**config.mk**
```make
export PLATFORM = sky130hd
export DESIGN_NAME = ccalu
export DESIGN_NICKNAME = d
export VERILOG_FILES = /design/src/rtl/ccalu_pkg.sv /design/src/rtl/ccalu_addsub.sv /design/src/rtl/ccalu_logic.sv /design/src/rtl/ccalu_flagreg.sv /design/src/rtl/ccalu.sv
export SDC_FILE = /design/constraint.sdc
export NUM_CORES = 1
export LEC_CHECK = 0
export ABC_AREA = 1
export BUFFER_PORTS_ARGS = -buffer_cell sky130_fd_sc_hd__buf_2
export CORE_AREA = 2 2 107 109
export CTS_CLUSTER_SIZE = 30
export DETAILED_ROUTE_END_ITERATION = 8
export DIE_AREA = 0 0 109 111
export GPL_ROUTABILITY_DRIVEN = 0
export PLACE_DENSITY = 0.8
export SYNTH_ARGS = -nofsm -noshare
export SYNTH_HDL_FRONTEND = slang
export SYNTH_HIERARCHICAL = 1
export SYNTH_SLANG_ARGS = --single-unit
```
**constraint.sdc**
```tcl
create_clock -name clk -period 4.1 [get_ports clk]
set_input_delay 0.205 -clock clk [delete_from_list [all_inputs] [get_ports clk]]
set_output_delay 0.205 -clock clk [all_outputs]
set_load 0.03 [all_outputs]
```
**src/rtl/ccalu_pkg.sv**
```systemverilog
package ccalu_pkg;

    typedef enum logic [2:0] {
        OP_ADD  = 3'd0,
        OP_ADDX = 3'd1,
        OP_SUB  = 3'd2,
        OP_AND  = 3'd3,
        OP_OR   = 3'd4,
        OP_XOR  = 3'd5,
        OP_RSV6 = 3'd6,
        OP_RSV7 = 3'd7
    } op_e;

    typedef enum logic [1:0] {
        LG_AND  = 2'd0,
        LG_OR   = 2'd1,
        LG_XOR  = 2'd2,
        LG_ZERO = 2'd3
    } logic_sel_e;

    typedef struct packed {
        logic n;
        logic z;
        logic v;
        logic c;
    } cc_t;

endpackage

```
**src/rtl/ccalu_addsub.sv**
```systemverilog
module ccalu_addsub #(
    parameter int WIDTH = 32
) (
    input  logic [WIDTH-1:0] a,
    input  logic [WIDTH-1:0] b,
    input  logic             subtract,
    input  logic             carry_in,
    output logic [WIDTH-1:0] sum,
    output logic             carry_flag,
    output logic             ovf
);
    localparam int EXT = WIDTH + 1;

    logic [EXT-1:0]   wide;
    logic [WIDTH-1:0] b_eff;
    logic             cin_eff;

    always_comb begin
        b_eff   = subtract ? ~b : b;
        cin_eff = subtract ? 1'b1 : carry_in;
        wide    = {1'b0, a} + {1'b0, b_eff} + {{WIDTH{1'b0}}, cin_eff};
        sum     = wide[WIDTH-1:0];
        // on subtract the adder carry means "no borrow"; report the borrow instead
        carry_flag = subtract ? ~wide[WIDTH] : wide[WIDTH];
        ovf     = (a[WIDTH-1] == b_eff[WIDTH-1]) && (sum[WIDTH-1] != a[WIDTH-1]);
    end

endmodule

```
**src/rtl/ccalu_logic.sv**
```systemverilog
module ccalu_logic
    import ccalu_pkg::*;
#(
    parameter int WIDTH = 32
) (
    input  logic [WIDTH-1:0] a,
    input  logic [WIDTH-1:0] b,
    input  logic_sel_e       sel,
    output logic [WIDTH-1:0] y
);

    always_comb begin
        unique case (sel)
            LG_AND:  y = a & b;
            LG_OR:   y = a | b;
            LG_XOR:  y = a ^ b;
            LG_ZERO: y = '0;
        endcase
    end

endmodule

```
**src/rtl/ccalu_flagreg.sv**
```systemverilog
module ccalu_flagreg
    import ccalu_pkg::*;
(
    input  logic clk,
    input  logic rst_n,
    input  logic load,
    input  cc_t  d,
    output cc_t  q
);

    typedef enum logic {ST_HOLD = 1'b0, ST_LOAD = 1'b1} fr_state_e;

    fr_state_e action;

    always_comb begin
        action = load ? ST_LOAD : ST_HOLD;
    end

    always_ff @(posedge clk or negedge rst_n) begin
        if (!rst_n) begin
            q <= '0;
        end else begin
            unique case (action)
                ST_LOAD: q <= d;
                ST_HOLD: q <= q;
            endcase
        end
    end

endmodule

```
**src/rtl/ccalu.sv**
```systemverilog
module ccalu
    import ccalu_pkg::*;
#(
    parameter int WIDTH = 32
) (
    input  logic             clk,
    input  logic             rst_n,
    input  logic             en,
    input  logic             set_flags,
    input  logic [2:0]       op_sel,
    input  logic [WIDTH-1:0] src_a,
    input  logic [WIDTH-1:0] src_b,
    output logic [WIDTH-1:0] result,
    output logic [3:0]       flags
);
    localparam int MSB = WIDTH - 1;

    op_e        op;
    cc_t        cc_q;
    cc_t        cc_d;
    logic_sel_e lsel;
    logic       is_sub;
    logic       use_carry;
    logic       is_arith;
    logic       op_valid;
    logic       load;
    logic [WIDTH-1:0] as_sum;
    logic [WIDTH-1:0] lg_y;
    logic             as_c;
    logic             as_v;

    assign op = op_e'(op_sel);

    always_comb begin
        is_sub    = 1'b0;
        use_carry = 1'b0;
        is_arith  = 1'b0;
        op_valid  = 1'b1;
        lsel      = LG_ZERO;
        unique case (op)
            OP_ADD:  is_arith = 1'b1;
            OP_ADDX: begin is_arith = 1'b1; use_carry = 1'b1; end
            OP_SUB:  begin is_arith = 1'b1; is_sub = 1'b1; end
            OP_AND:  lsel = LG_AND;
            OP_OR:   lsel = LG_OR;
            OP_XOR:  lsel = LG_XOR;
            OP_RSV6, OP_RSV7: op_valid = 1'b0;
        endcase
    end

    ccalu_addsub #(.WIDTH(WIDTH)) u_addsub (
        .a          (src_a),
        .b          (src_b),
        .subtract   (is_sub),
        .carry_in   (use_carry & cc_q.c),
        .sum        (as_sum),
        .carry_flag (as_c),
        .ovf        (as_v)
    );

    ccalu_logic #(.WIDTH(WIDTH)) u_logic (
        .a   (src_a),
        .b   (src_b),
        .sel (lsel),
        .y   (lg_y)
    );

    always_comb begin
        result  = is_arith ? as_sum : lg_y;
        cc_d.n  = result[MSB];
        cc_d.z  = (result == '0);
        cc_d.v  = is_arith & as_v;
        cc_d.c  = is_arith & as_c;
        load    = en & set_flags & op_valid;
    end

    ccalu_flagreg u_flags (
        .clk   (clk),
        .rst_n (rst_n),
        .load  (load),
        .d     (cc_d),
        .q     (cc_q)
    );

    assign flags = cc_q;

    AST_NEG_TRACKS: assert property (@(posedge clk) disable iff (!rst_n)
        (en && set_flags && op_sel < 3'd6) |=> flags[3] == $past(result[MSB]));
    AST_ZERO_TRACKS: assert property (@(posedge clk) disable iff (!rst_n)
        (en && set_flags && op_sel < 3'd6) |=> flags[2] == ($past(result) == '0));
    AST_SUB_BORROW: assert property (@(posedge clk) disable iff (!rst_n)
        (en && set_flags && op_sel == 3'd2) |=> flags[0] == ($past(src_a) < $past(src_b)));
    AST_LOGIC_CLEARS_VC: assert property (@(posedge clk) disable iff (!rst_n)
        (en && set_flags && op_sel >= 3'd3 && op_sel <= 3'd5) |=> flags[1:0] == 2'b00);
    AST_FLAGS_HOLD: assert property (@(posedge clk) disable iff (!rst_n)
        !(en && set_flags) |=> $stable(flags));
    AST_RSV_NO_EFFECT: assert property (@(posedge clk) disable iff (!rst_n)
        (op_sel >= 3'd6) |=> $stable(flags));
    AST_RSV_ZERO_RESULT: assert property (@(posedge clk) disable iff (!rst_n)
        (op_sel >= 3'd6) |-> result == '0);

endmodule

```
==> results.md <==
- The reported net switching power is 746.9 uW.
- The initial cell density of the core is 48.50%.
- The part of the cycle the worst path needs is 81.50%.
- The run finished with clean final reports.
- The clock network burns 12.1% of the power.
- The number of nets still failing antenna checks after routing is 0.
- The portion of total power attributed to sequential cells is 3.7%.
- The endpoint kind of the worst setup timing path is an output pin.
- The top fanout value on the critical path is 3.
- The detailed-route wire length is 15.40 mm.
- The die is 111 um tall.
- The slew at the pin closest to its max-slew limit is 735.8 ps.
- The initial antenna violation count came to 0.
- The number of antenna diodes in the final layout is 0.
- The share of final-layout standard cells stronger than drive strength 1 is 17.64%.
- Across the run, the number of max-cap violations was 0.
- Clock tree synthesis found a total of 4 sinks.
- The normalized max-slew margin is 50.82%.
- The top cell type by total area after synthesis is sky130_fd_sc_hd__ha_1.
- The reg-to-reg endpoint is u_flags/q[2].
- The worst-case IR drop observed on VDD is 0.0001636 V.
- The min-delay analysis places its worst path in the category input pin to asynchronous set/reset pin.
- The die span in x is 109 um.
- The total standard cell area after synthesis is 0.005373 mm2.
- The detail-routed via count per cell is 5.241.
- The post-layout net count is 1,168.
- After floorplanning, the core was sized to cover 0.01108 mm2.
- In this run, synthesis produced a sequential element count of 4.
- The setup total negative slack is 0 ps.
- Data on the critical path is required at its endpoint by 3890 ps.
- The max-slew violation count came to 0.
- Dividing the detail-routed wire length by the instance count gives 13.50 um.
- The total routing usage reported by global routing is 25.78%.
- The post-cts sizing count is 0.
- The placed instances occupy a cell area of 0.005867 mm2.
- The instance count of the mapped netlist is 913.
- For this design the static power due to leakage is 0.003631 uW.
- For this run, design rule violations remaining after detail routing come to 0.
- The internal power is 522.6 uW.
- For this design the ratio of total power to cell area is 213.3 mW/mm2.
- No sink is reached through more buffers than the 2 on the longest clock path.
- The largest registers in the layout are u_flags/q x4.
- Setup repair after global routing left no endpoint under its margin.
- Entering global routing, the biggest net connects 35 pins.
- The post-layout minimum cycle time is 3341 ps.
- The number of vias after detailed routing is 5,980.
- By area the synthesized netlist is led by sky130_fd_sc_hd__ha_1 (22%), sky130_fd_sc_hd__nand2_1 (18%), sky130_fd_sc_hd__nand3_1 (10%), sky130_fd_sc_hd__inv_1 (9.4%), sky130_fd_sc_hd__xor2_1 (8.0%).
- The initial detailed-routing violation count is 386.
- The clock latency at the later pin of the worst-skew pair is 230 ps.
- The detailed-placement wirelength estimate is 12.33 mm.
- The worst reg2reg path depth is 24.
- TritonCTS created 3 clock buffers.
- The flip-flop count of the largest register after layout is 4.
- The clock input transition at the sequential cells of the worst setup and hold paths is 30 ps.
- The count of H-tree levels built during CTS is 1.
- The area of the die is 0.01210 mm2.
- The number of global-route vias before repair is 5,695.
- The TritonCTS clock tree is done.
- The number of filler instances in the final layout is 1,105.
- The worst flop-to-flop path startpoint is u_flags/q[0].
- The worst setup path is launched from a flop.
- Of the synthesized area, sequential elements account for 1.863%.
- For the worst setup path, the data arrival time is 3140 ps.
- For this run, the number of Yosys warnings is 6.
- The final standard cell area without fillers is 0.005952 mm2.
- The final hold violation count is 0.
- The final worst clock skew is 2.353 ps.
- The global-route wire length before repair is 26.03 mm.
- The number of nets in the synthesized netlist is 1,081.
- More flip-flops sit in one register than any other, and that register is u_flags/q.
- The growth of design area from synthesis to finish is 10.78%.
- The I/O pin total is 107.
- In this run the core area contains 39 standard-cell rows.
- The worst setup path is of the flop to output pin kind.
- Summed over all layers, the global routing overflow is 0.
- Per report_power, the combinational group accounts for 84.2% of the total.
- The minimum setup slack among reg-to-reg paths is 780 ps.
- The highest attainable clock frequency is 0.2993 GHz.
- The portion of synthesized cell area occupied by the leading cell type is 22.12%.
- CTS placed an instance of sky130_fd_sc_hd__clkbuf_16 at the clock tree root.
- The most common cell after layout, fill and taps aside is sky130_fd_sc_hd__nand2_1.
- The mean cell area of the mapped netlist is 5.885 um2.
- Synthesis instantiated 34 different standard cells from the library.
- The first-pass iteration count of the detailed router is 5.
- In this run the tool buffered the top-level ports with 106 buffer cells.
- In the layout the commonest cells are sky130_fd_sc_hd__nand2_1 (256), sky130_fd_sc_hd__inv_1 (135), sky130_fd_sc_hd__nand3_1 (112), sky130_fd_sc_hd__buf_2 (106), sky130_fd_sc_hd__ha_1 (95).
- The share of total power consumed by net switching is 58.83%.
- The number of setup violations in the final report is 0.
-- cell families (layout without fill, tap and decap cells) --
kind of cell	count (synthesis)	in the layout	synth area share (%)
buf+inv	173	258	14.86
fa+ha+maj	97	97	22.87
compound gates	51	51	5.263
simple gates	538	538	46.86
flops	4	4	1.863
xor+xnor	50	50	8.291
-- area by class of cell --
class | instances | area, um2 | area share (%)
inverters | 142 | 533.0 | 8.955
well taps | 143 | 178.9 | 3.006
flip-flops and latches | 4 | 100.1 | 1.682
repair buffers | 113 | 585.6 | 9.838
clock buffers | 3 | 75.07 | 1.261
multi-input cells | 736 | 4479 | 75.26
-- worst max-delay path, cell delays in order (launching register included) --
cell and delay [ps]:
sky130_fd_sc_hd__dfrtp_1 390, sky130_fd_sc_hd__nand2_1 70, sky130_fd_sc_hd__nor2_1 40, sky130_fd_sc_hd__or2_2 280
sky130_fd_sc_hd__fa_1 440, sky130_fd_sc_hd__fa_1 420, sky130_fd_sc_hd__nand2_1 70, sky130_fd_sc_hd__nand2_1 70
sky130_fd_sc_hd__nand3b_1 90, sky130_fd_sc_hd__nand2_1 100, sky130_fd_sc_hd__nand2_1 70, sky130_fd_sc_hd__nand2_1 120
sky130_fd_sc_hd__nand3_1 130, sky130_fd_sc_hd__nand4_1 80, sky130_fd_sc_hd__nand2_1 80, sky130_fd_sc_hd__nand3_1 100
sky130_fd_sc_hd__nand2_1 140, sky130_fd_sc_hd__buf_2 200
-- synthesized netlist by cell type --
master                       n
sky130_fd_sc_hd__o21ai_0    12
sky130_fd_sc_hd__dfrtp_1     4
sky130_fd_sc_hd__nand2_4     3
sky130_fd_sc_hd__buf_4       4
sky130_fd_sc_hd__nand3_2    10
sky130_fd_sc_hd__o21bai_1    5
sky130_fd_sc_hd__a21o_1      1
sky130_fd_sc_hd__or2_1       1
sky130_fd_sc_hd__inv_1     135
sky130_fd_sc_hd__inv_2       7
sky130_fd_sc_hd__nor3_1      7
sky130_fd_sc_hd__and2_1      2
sky130_fd_sc_hd__fa_1        2
sky130_fd_sc_hd__nor2_1     71
sky130_fd_sc_hd__a21oi_2     2
sky130_fd_sc_hd__nand3b_1   33
sky130_fd_sc_hd__buf_2      11
sky130_fd_sc_hd__nor2_2      2
sky130_fd_sc_hd__xor2_2      1
sky130_fd_sc_hd__nand2_2    30
sky130_fd_sc_hd__nand3_1   112
sky130_fd_sc_hd__nand4_1     4
sky130_fd_sc_hd__o21a_1      2
sky130_fd_sc_hd__a21oi_1    29
sky130_fd_sc_hd__buf_6      16
sky130_fd_sc_hd__and3_1      2
sky130_fd_sc_hd__ha_1       95
sky130_fd_sc_hd__or2_2       1
sky130_fd_sc_hd__nor2_8      1
sky130_fd_sc_hd__nand2_1   256
sky130_fd_sc_hd__nor2_4      1
sky130_fd_sc_hd__xor2_1     49
sky130_fd_sc_hd__and2_4      1
sky130_fd_sc_hd__nor3_2      1
-- stage by stage --
| stage | hold WS (ps) | total power (uW) | worst slack, ps | utilization [%] | cells |
|---|---|---|---|---|---|
| after floorplan | -90.59 | 840.8 | 758.1 | - | 913 |
| after global placement | 19.25 | 1089 | 682.8 | 52.97 | 1137 |
| after detailed placement | 20.49 | 1101 | 638.1 | 52.97 | 1137 |
| after CTS | 318.9 | 1261 | 764.6 | 53.73 | 1141 |
| after global routing | 321.3 | 1397 | 501.5 | 53.73 | 1141 |
| final | 309.5 | 1269 | 758.7 | 53.73 | 1141 |
-- metal layers --
layer | track usage, % | wire [um] | up-vias
li1 | - | - | 3040
met1 | 34.13 | 6647 | 2691
met2 | 44.55 | 7262 | 231
met3 | 3.116 | 1272 | 18
met4 | 4.872 | 220 | 0
met5 | 0 | 0 | -
-- worst max path at each step --
stage,cells after the start,start,slack [ps],endpoint
6_report,17,u_flags/q[0],760,result[26]
3_5_place_dp,24,op_sel[0],640,u_flags/q[2]
3_3_place_gp,24,op_sel[0],680,u_flags/q[2]
4_1_cts,17,u_flags/q[0],760,result[26]
5_1_grt,24,u_flags/q[0],500,u_flags/q[2]
2_1_floorplan,26,op_sel[0],760,u_flags/q[2]
-- timing repair --
action | CTS | global route
hold buffers | 1 | 0
buffers inserted | 0 | 0
endpoints found under the hold margin | 4 | 0
-- power by group through the flow --
| stage | sequential [uW] | combinational [uW] | clock (uW) |
|---|---|---|---|
| after floorplan | 56.7 | 784 | 0 |
| after global placement | 47.3 | 1040 | 0 |
| after detailed placement | 47.4 | 1050 | 0 |
| final | 47.5 | 1070 | 153 |
| after CTS | 47.3 | 1060 | 154 |
| after global routing | 48.2 | 1190 | 159 |
No activity file was read; power rests on OpenSTA's default activity.
